[src/rtl/raw10_pkg.sv]
package raw10_pkg;
  localparam int PIX_W  = 10;
  localparam int BYTE_W = 8;

  // Map a requested lane count onto 1, 2 or 4; anything else selects one lane.
  function automatic logic [2:0] decode_lanes(input logic [2:0] req);
    case (req)
      3'd2:    decode_lanes = 3'd2;
      3'd4:    decode_lanes = 3'd4;
      default: decode_lanes = 3'd1;
    endcase
  endfunction
endpackage

[src/rtl/raw10_group_pack.sv]
module raw10_group_pack
  import raw10_pkg::*;
(
  input  logic              clk,
  input  logic              rst,
  input  logic              pix_fire,
  input  logic [PIX_W-1:0]  pix_data,
  input  logic              pix_last,
  output logic [1:0]        push_cnt,
  output logic [BYTE_W-1:0] push_b0,
  output logic [BYTE_W-1:0] push_b1,
  output logic              push_l1,
  output logic              at_line_start
);
  logic [1:0] phase;
  logic [5:0] low_acc;   // two low bits of pixels 0..2, pixel 0 ending at [1:0]
  logic       sol_q;

  always_comb begin
    push_b0  = pix_data[PIX_W-1:2];
    push_b1  = {pix_data[1:0], low_acc};
    push_l1  = pix_last;
    push_cnt = !pix_fire ? 2'd0 : (phase == 2'd3) ? 2'd2 : 2'd1;
  end

  assign at_line_start = sol_q && (phase == 2'd0);

  always_ff @(posedge clk) begin
    if (rst) begin
      phase   <= 2'd0;
      low_acc <= '0;
      sol_q   <= 1'b1;
    end else if (pix_fire) begin
      phase   <= phase + 2'd1;
      low_acc <= {pix_data[1:0], low_acc[5:2]};
      sol_q   <= (phase == 2'd3) && pix_last;
    end
  end

  // every accepted pixel advances the group position by one, modulo four
  a_r1_phase_step: assert property (@(posedge clk) disable iff (rst)
    pix_fire |=> phase == ($past(phase) + 2'd1));
  // a group-closing pixel is the only one that pushes two bytes
  a_r1_two_on_close: assert property (@(posedge clk) disable iff (rst)
    (push_cnt == 2'd2) |-> (pix_fire && phase == 2'd3));
endmodule

[src/rtl/raw10_byte_queue.sv]
module raw10_byte_queue
  import raw10_pkg::*;
#(
  parameter int DEPTH = 8,
  parameter int HEAD  = 4,
  localparam int CW   = $clog2(DEPTH + 1),
  localparam int PW   = $clog2(HEAD + 1)
) (
  input  logic                   clk,
  input  logic                   rst,
  input  logic [1:0]             push_cnt,
  input  logic [BYTE_W-1:0]      push_b0,
  input  logic [BYTE_W-1:0]      push_b1,
  input  logic                   push_l1,
  input  logic [PW-1:0]          pop_cnt,
  output logic [HEAD*BYTE_W-1:0] head_data,
  output logic [HEAD-1:0]        head_last,
  output logic [CW-1:0]          count
);
  logic [BYTE_W-1:0] dq [DEPTH];
  logic [BYTE_W-1:0] nd [DEPTH];
  logic [DEPTH-1:0]  lq, nl;
  logic [CW-1:0]     ncount;
  int                rem;

  always_comb begin
    rem = int'(count) - int'(pop_cnt);
    nl  = lq;
    for (int i = 0; i < DEPTH; i++) begin
      nd[i] = dq[i];
      if (i < rem) begin
        if (i + int'(pop_cnt) < DEPTH) begin
          nd[i] = dq[i + int'(pop_cnt)];
          nl[i] = lq[i + int'(pop_cnt)];
        end
      end else if (i == rem && push_cnt != 2'd0) begin
        nd[i] = push_b0;
        nl[i] = 1'b0;
      end else if (i == rem + 1 && push_cnt == 2'd2) begin
        nd[i] = push_b1;
        nl[i] = push_l1;
      end
    end
    ncount = CW'(rem + int'(push_cnt));
  end

  always_ff @(posedge clk) begin
    if (rst) begin
      count <= '0;
      lq    <= '0;
    end else begin
      count <= ncount;
      lq    <= nl;
    end
    for (int i = 0; i < DEPTH; i++) dq[i] <= nd[i];
  end

  for (genvar h = 0; h < HEAD; h++) begin : g_head
    assign head_data[h*BYTE_W +: BYTE_W] = dq[h];
    assign head_last[h]                  = lq[h];
  end

  // the queue never holds more than its depth, so no byte is lost
  a_r9_no_overflow: assert property (@(posedge clk) disable iff (rst)
    int'(count) <= DEPTH);
  // the striper never takes bytes that are not there
  a_r9_pop_in_range: assert property (@(posedge clk) disable iff (rst)
    int'(pop_cnt) <= int'(count));
endmodule

[src/rtl/raw10_lane_stripe.sv]
module raw10_lane_stripe
  import raw10_pkg::*;
#(
  parameter int LANES = 4,
  parameter int CW    = 4,
  localparam int PW   = $clog2(LANES + 1)
) (
  input  logic                    clk,
  input  logic                    rst,
  input  logic [2:0]              lane_cfg,
  input  logic                    load_cfg,
  input  logic [LANES*BYTE_W-1:0] head_data,
  input  logic [LANES-1:0]        head_last,
  input  logic [CW-1:0]           count,
  input  logic                    out_ready,
  output logic                    out_valid,
  output logic [LANES*BYTE_W-1:0] out_data,
  output logic                    out_eol,
  output logic [PW-1:0]           pop_cnt
);
  logic [2:0] lanes_q;
  logic       found;
  int         take;

  always_ff @(posedge clk) begin
    if (rst)           lanes_q <= 3'd1;
    else if (load_cfg) lanes_q <= decode_lanes(lane_cfg);
  end

  always_comb begin
    found = 1'b0;
    take  = 0;
    for (int j = 0; j < LANES; j++) begin
      if (!found && j < int'(lanes_q) && j < int'(count) && head_last[j]) begin
        found = 1'b1;
        take  = j + 1;
      end
    end
    if (!found && int'(count) >= int'(lanes_q)) take = int'(lanes_q);
    out_valid = (take != 0);
    out_eol   = found;
    for (int j = 0; j < LANES; j++)
      out_data[j*BYTE_W +: BYTE_W] = (j < take) ? head_data[j*BYTE_W +: BYTE_W] : '0;
    pop_cnt = (out_valid && out_ready) ? PW'(take) : '0;
  end

  // a stalled output cycle is held unchanged
  a_r9_hold_stalled: assert property (@(posedge clk) disable iff (rst)
    (out_valid && !out_ready) |=> (out_valid && $stable(out_data) && $stable(out_eol)));
  // the end marker only rides on a presented cycle
  a_r8_eol_valid: assert property (@(posedge clk) disable iff (rst)
    out_eol |-> out_valid);
  // the working lane count is always exactly one of 1, 2, 4
  a_r6_lanes_legal: assert property (@(posedge clk) disable iff (rst)
    $countones(lanes_q) == 1);
  // the lane count only moves while nothing is in flight
  a_r7_cfg_idle: assert property (@(posedge clk) disable iff (rst)
    out_valid |=> $stable(lanes_q));
endmodule

[src/rtl/raw10_lane_packer.sv]
module raw10_lane_packer
  import raw10_pkg::*;
#(
  parameter int QDEPTH = 8,
  localparam int LANES = 4,
  localparam int CW    = $clog2(QDEPTH + 1),
  localparam int PW    = $clog2(LANES + 1)
) (
  input  logic                    clk,
  input  logic                    rst,
  input  logic [2:0]              lane_cfg,
  input  logic                    pix_valid,
  output logic                    pix_ready,
  input  logic [PIX_W-1:0]        pix_data,
  input  logic                    pix_last,
  output logic                    out_valid,
  input  logic                    out_ready,
  output logic [LANES*BYTE_W-1:0] out_data,
  output logic                    out_eol
);
  logic [1:0]              push_cnt;
  logic [BYTE_W-1:0]       push_b0, push_b1;
  logic                    push_l1, at_sol, pix_fire;
  logic [LANES*BYTE_W-1:0] head_data;
  logic [LANES-1:0]        head_last;
  logic [CW-1:0]           count;
  logic [PW-1:0]           pop_cnt;

  assign pix_ready = int'(count) <= QDEPTH - 2;
  assign pix_fire  = pix_valid && pix_ready;

  raw10_group_pack u_pack (
    .clk(clk), .rst(rst), .pix_fire(pix_fire), .pix_data(pix_data),
    .pix_last(pix_last), .push_cnt(push_cnt), .push_b0(push_b0),
    .push_b1(push_b1), .push_l1(push_l1), .at_line_start(at_sol)
  );

  raw10_byte_queue #(.DEPTH(QDEPTH), .HEAD(LANES)) u_queue (
    .clk(clk), .rst(rst), .push_cnt(push_cnt), .push_b0(push_b0),
    .push_b1(push_b1), .push_l1(push_l1), .pop_cnt(pop_cnt),
    .head_data(head_data), .head_last(head_last), .count(count)
  );

  raw10_lane_stripe #(.LANES(LANES), .CW(CW)) u_stripe (
    .clk(clk), .rst(rst), .lane_cfg(lane_cfg),
    .load_cfg(at_sol && count == '0), .head_data(head_data),
    .head_last(head_last), .count(count), .out_ready(out_ready),
    .out_valid(out_valid), .out_data(out_data), .out_eol(out_eol),
    .pop_cnt(pop_cnt)
  );

  // the cycle after reset is empty and ready
  a_r10_reset_clean: assert property (@(posedge clk)
    $past(rst) |-> (!out_valid && pix_ready));
endmodule

[config.mk]
export PLATFORM = sky130hd
export DESIGN_NAME = raw10_lane_packer
export DESIGN_NICKNAME = d
export VERILOG_FILES = /design/src/rtl/raw10_pkg.sv /design/src/rtl/raw10_group_pack.sv /design/src/rtl/raw10_byte_queue.sv /design/src/rtl/raw10_lane_stripe.sv /design/src/rtl/raw10_lane_packer.sv
export SDC_FILE = /design/constraint.sdc
export NUM_CORES = 1
export LEC_CHECK = 0
export BUFFER_PORTS_ARGS = -buffer_cell sky130_fd_sc_hd__buf_2
export CAP_MARGIN = 25
export CORE_ASPECT_RATIO = 0.8
export CORE_MARGIN = 8
export CORE_UTILIZATION = 45
export DETAILED_ROUTE_END_ITERATION = 7
export GPL_TIMING_DRIVEN = 1
export PLACE_DENSITY = 0.74
export REMOVE_ABC_BUFFERS = 1
export SKIP_LAST_GASP = 1
export SYNTH_ARGS = -nofsm -noshare
export SYNTH_HDL_FRONTEND = slang
export SYNTH_SLANG_ARGS = --single-unit
export TNS_END_PERCENT = 100
[constraint.sdc]
create_clock -name clk -period 5 [get_ports clk]
set_input_delay 0.5 -clock clk [delete_from_list [all_inputs] [get_ports clk]]
set_output_delay 0.5 -clock clk [all_outputs]
set_load 0.01 [all_outputs]
==> flow_summary.json <==
{
  "status": "complete, no violations",
  "grt_pass1_wl_um": 54700,
  "grt_max_degree": 77,
  "final_common_cell": "nand2_1",
  "cp.arrival_ns": 5.06,
  "die_h_um": 143,
  "n_antenna_cell": 0,
  "worstSkewPairLatency_ns": 0.37,
  "power_density_nw_per_um2": 877,
  "required_ns": 5.26,
  "tightest_slew_ns": 1.02,
  "hp-start": "lane_cfg[0]",
  "min_to": "u_stripe.lanes_q[0]$_SDFFE_PP1P_",
  "port_buffers": 52,
  "fill_cells": 1889,
  "place_congestion": 0.958,
  "r2r_cells": 15,
  "drtIter0Drc": 1497,
  "synth-edff-count": 64,
  "grt_usage": 0.287,
  "hold_class": "input pin to register",
  "worstPathMaxFanout": 11,
  "htreeDepth": 3,
  "rr_endpoint": "u_queue.lq[0]$_SDFFE_PP0P_",
  "regArea_sq_um": 2400,
  "initial_utilization": 0.458,
  "synthArstFlopShare": 0,
  "syn-cell-area_sq_um": 9070,
  "die-area_sq_um": 25000,
  "cts_tree": "yes",
  "ctsRootBufferMaster": "clkbuf_16",
  "critPathLaunchType": "register",
  "slew_headroom": 0.319,
  "remaining_drc_errors": 0,
  "rows": 46,
  "syn_to_final_growth_pct": 9.02,
  "cts.sinks": 88,
  "whs_path_depth": 3,
  "rsz0062_at_grt": "no",
  "clk_pin_slew_ns": 0.07,
  "ant_nets": 0,
  "synth_top_area_frac": 0.212,
  "multi_input_area_sq_um": 6150,
  "synth.avg_cell_area_sq_um": 8.54,
  "grt_overflow_total": 0,
  "layout.nets": 1114,
  "final_hold_viol_count": 0,
  "via_per_inst": 7.05,
  "synth_flop_cell": "edfxtp_1",
  "reg2reg_setup_slack_ns": 0.20,
  "drive_gt1_frac": 0.185,
  "final_cell_mix": "nand2_1 (185), mux2i_1 (65), edfxtp_1 (64)",
  "p_leak_nw": 3.80,
  "cts_made_buffers": 9,
  "pin_count": 53,
  "path_class": "register to register",
  "grt_pass1_vias": 8967,
  "fin_crit_sh": 0.959,
  "ir_drop_mv": 0.433,
  "fin_skew_ns": 0.0120,
  "instances_no_fill": 1345,
  "ys_seq_elements": 88,
  "max_cap_violations": 0,
  "finalCriticalPeriod_ns": 4.80,
  "worst_slack_ns": 0.204,
  "ys.warnings.count": 0,
  "yosys.area.top_type": "edfxtp_1",
  "hold_buffers": 0,
  "wl_um": 36700,
  "netlist_instances": 1062,
  "cts_buffer_depth": 2,
  "core_area_sq_um": 19800,
  "fmax_mhz": 209,
  "end_kind": "register",
  "antenna_found_initial": 0,
  "dp_slack_ns": 0.277,
  "synth_cell_types": 74,
  "synth_area_leaders": "edfxtp_1 (21%), mux4_2 (8.7%), nand2_1 (7.7%)",
  "via_count": 9479,
  "first_pass_iters": 7,
  "dp_hpwl_um": 24200,
  "die_w_um": 175,
  "rr_startpoint": "u_queue.count[2]$_SDFF_PP0_",
  "wire_per_inst_um": 27.3,
  "setup_viol": 0,
  "drv_slew": 0,
  "yosysSeqAreaShare": 0.265,
  "dp_cells": 1328
}
-- power by group --
part	internal (W)	total, W	switching (W)	leakage [nW]
Combinational	0.00222	0.00590	0.00368	2.85
Clock	0.000334	0.000658	0.000323	0.124
Sequential	0.00150	0.00212	0.000613	0.817
Total	0.00406	0.00867	0.00462	3.80
-- critical path, stage by stage, from the launching register on --
cell and delay, ns:
dfxtp_1 0.52, ha_1 0.32, a211oi_2 0.29, o21ai_2 0.17, a311o_4 0.46, nand2_8 0.08, inv_6 0.03, ha_1 0.19
inv_1 0.07, fa_1 0.45, nand2b_1 0.21, nor4_1 0.31, ha_1 0.43, nand2_1 0.41, or3_1 0.48, a311oi_1 0.26
-- registers in the layout, indices dropped and copies added (netlist names) --
name              cells
u_queue.count         4
u_pack.low_acc        6
u_pack.sol_q          1
u_queue.dq           64
u_pack.phase          2
u_queue.lq            8
u_stripe.lanes_q      3
-- cells in the mapped netlist, types with 6 or more instances --
master    instances
nand2_1         186
mux2i_1          65
edfxtp_1         64
clkbuf_1         55
nor2_1           52
a211oi_1         40
a21oi_1          38
a31oi_1          38
nor2b_1          38
nand3_1          36
mux4_2           35
and3_1           30
nor3_1           29
o21ai_0          25
dfxtp_1          24
inv_1            24
buf_2            23
a311o_1          21
ha_1             18
o211ai_1         17
o221a_2          16
and2_1           14
o31ai_1          14
mux2_2           13
o21ai_1          11
nand3b_1          9
a22oi_1           8
nand2b_1          8
o211a_1           8
a221oi_1          7
buf_1             6
buf_6             6
-- cells by family after synthesis --
group / Yosys count / synth area share
XOR/XNOR: 10 / 0.0105
AND/OR/NAND/NOR: 425 / 0.224
adder cells (fa/ha/maj): 20 / 0.0293
buffers and inverters: 124 / 0.0628
flip-flops: 88 / 0.265
AO/OA/AOI/OAI: 280 / 0.231
multiplexers: 115 / 0.177
-- worst max-delay path by stage --
| stage | startpoint | endpoint | slack (ns) | depth (start not counted) |
|---|---|---|---|---|
| 5_1_grt | u_stripe.lanes_q[1]$_SDFFE_PP0P_ | u_queue.lq[0]$_SDFFE_PP0P_ | 0.04 | 17 |
| 3_3_place_gp | u_queue.count[2]$_SDFF_PP0_ | u_queue.lq[0]$_SDFFE_PP0P_ | 0.43 | 15 |
| 4_1_cts | u_stripe.lanes_q[1]$_SDFFE_PP0P_ | u_queue.lq[0]$_SDFFE_PP0P_ | 0.24 | 17 |
| 6_report | u_queue.count[2]$_SDFF_PP0_ | u_queue.lq[0]$_SDFFE_PP0P_ | 0.20 | 15 |
| 3_5_place_dp | u_stripe.lanes_q[1]$_SDFFE_PP0P_ | u_queue.lq[0]$_SDFFE_PP0P_ | 0.28 | 17 |
| 2_1_floorplan | u_stripe.lanes_q[2]$_SDFFE_PP0P_ | u_queue.dq[1][7]$_DFFE_PP_ | -2.05 | 12 |
-- repair_timing --
action	4_1_cts	5_1_grt
setup endpoints to repair	0	10
gates resized for setup	0	1
buffers inserted	0	0
-- metrics by stage --
stage | power [W] | TNS (ns) | hold slack (ns) | util | instance area, sq um
4_1_cts | 0.00835 | 0 | 0.424 | 0.499 | 9880
3_3_place_gp | 0.00757 | 0 | 0.465 | 0.485 | 9610
2_1_floorplan | 0.00552 | -179.17 | 0.447 | - | 8610
3_5_place_dp | 0.00769 | 0 | 0.475 | 0.485 | 9610
5_1_grt | 0.00905 | 0 | 0.463 | 0.499 | 9890
6_report | 0.00867 | 0 | 0.421 | 0.499 | 9890
-- area by class of cell --
type	instances	area share
clock buffer	10	0.0232
clock inverter	6	0.00367
inverter	28	0.0111
multi-input combinational	850	0.622
sequential	88	0.243
tap	264	0.0334
timing repair buffer	99	0.0633
-- metal layers --
metal / track usage / up-vias / wire length [um]
li1: - / 4059 / -
met1: 0.368 / 4450 / 13800
met2: 0.417 / 802 / 15200
met3: 0.106 / 168 / 5700
met4: 0.147 / 0 / 1940
met5: 0 / - / 0
Note: power is estimated with default switching activity, not from simulation.
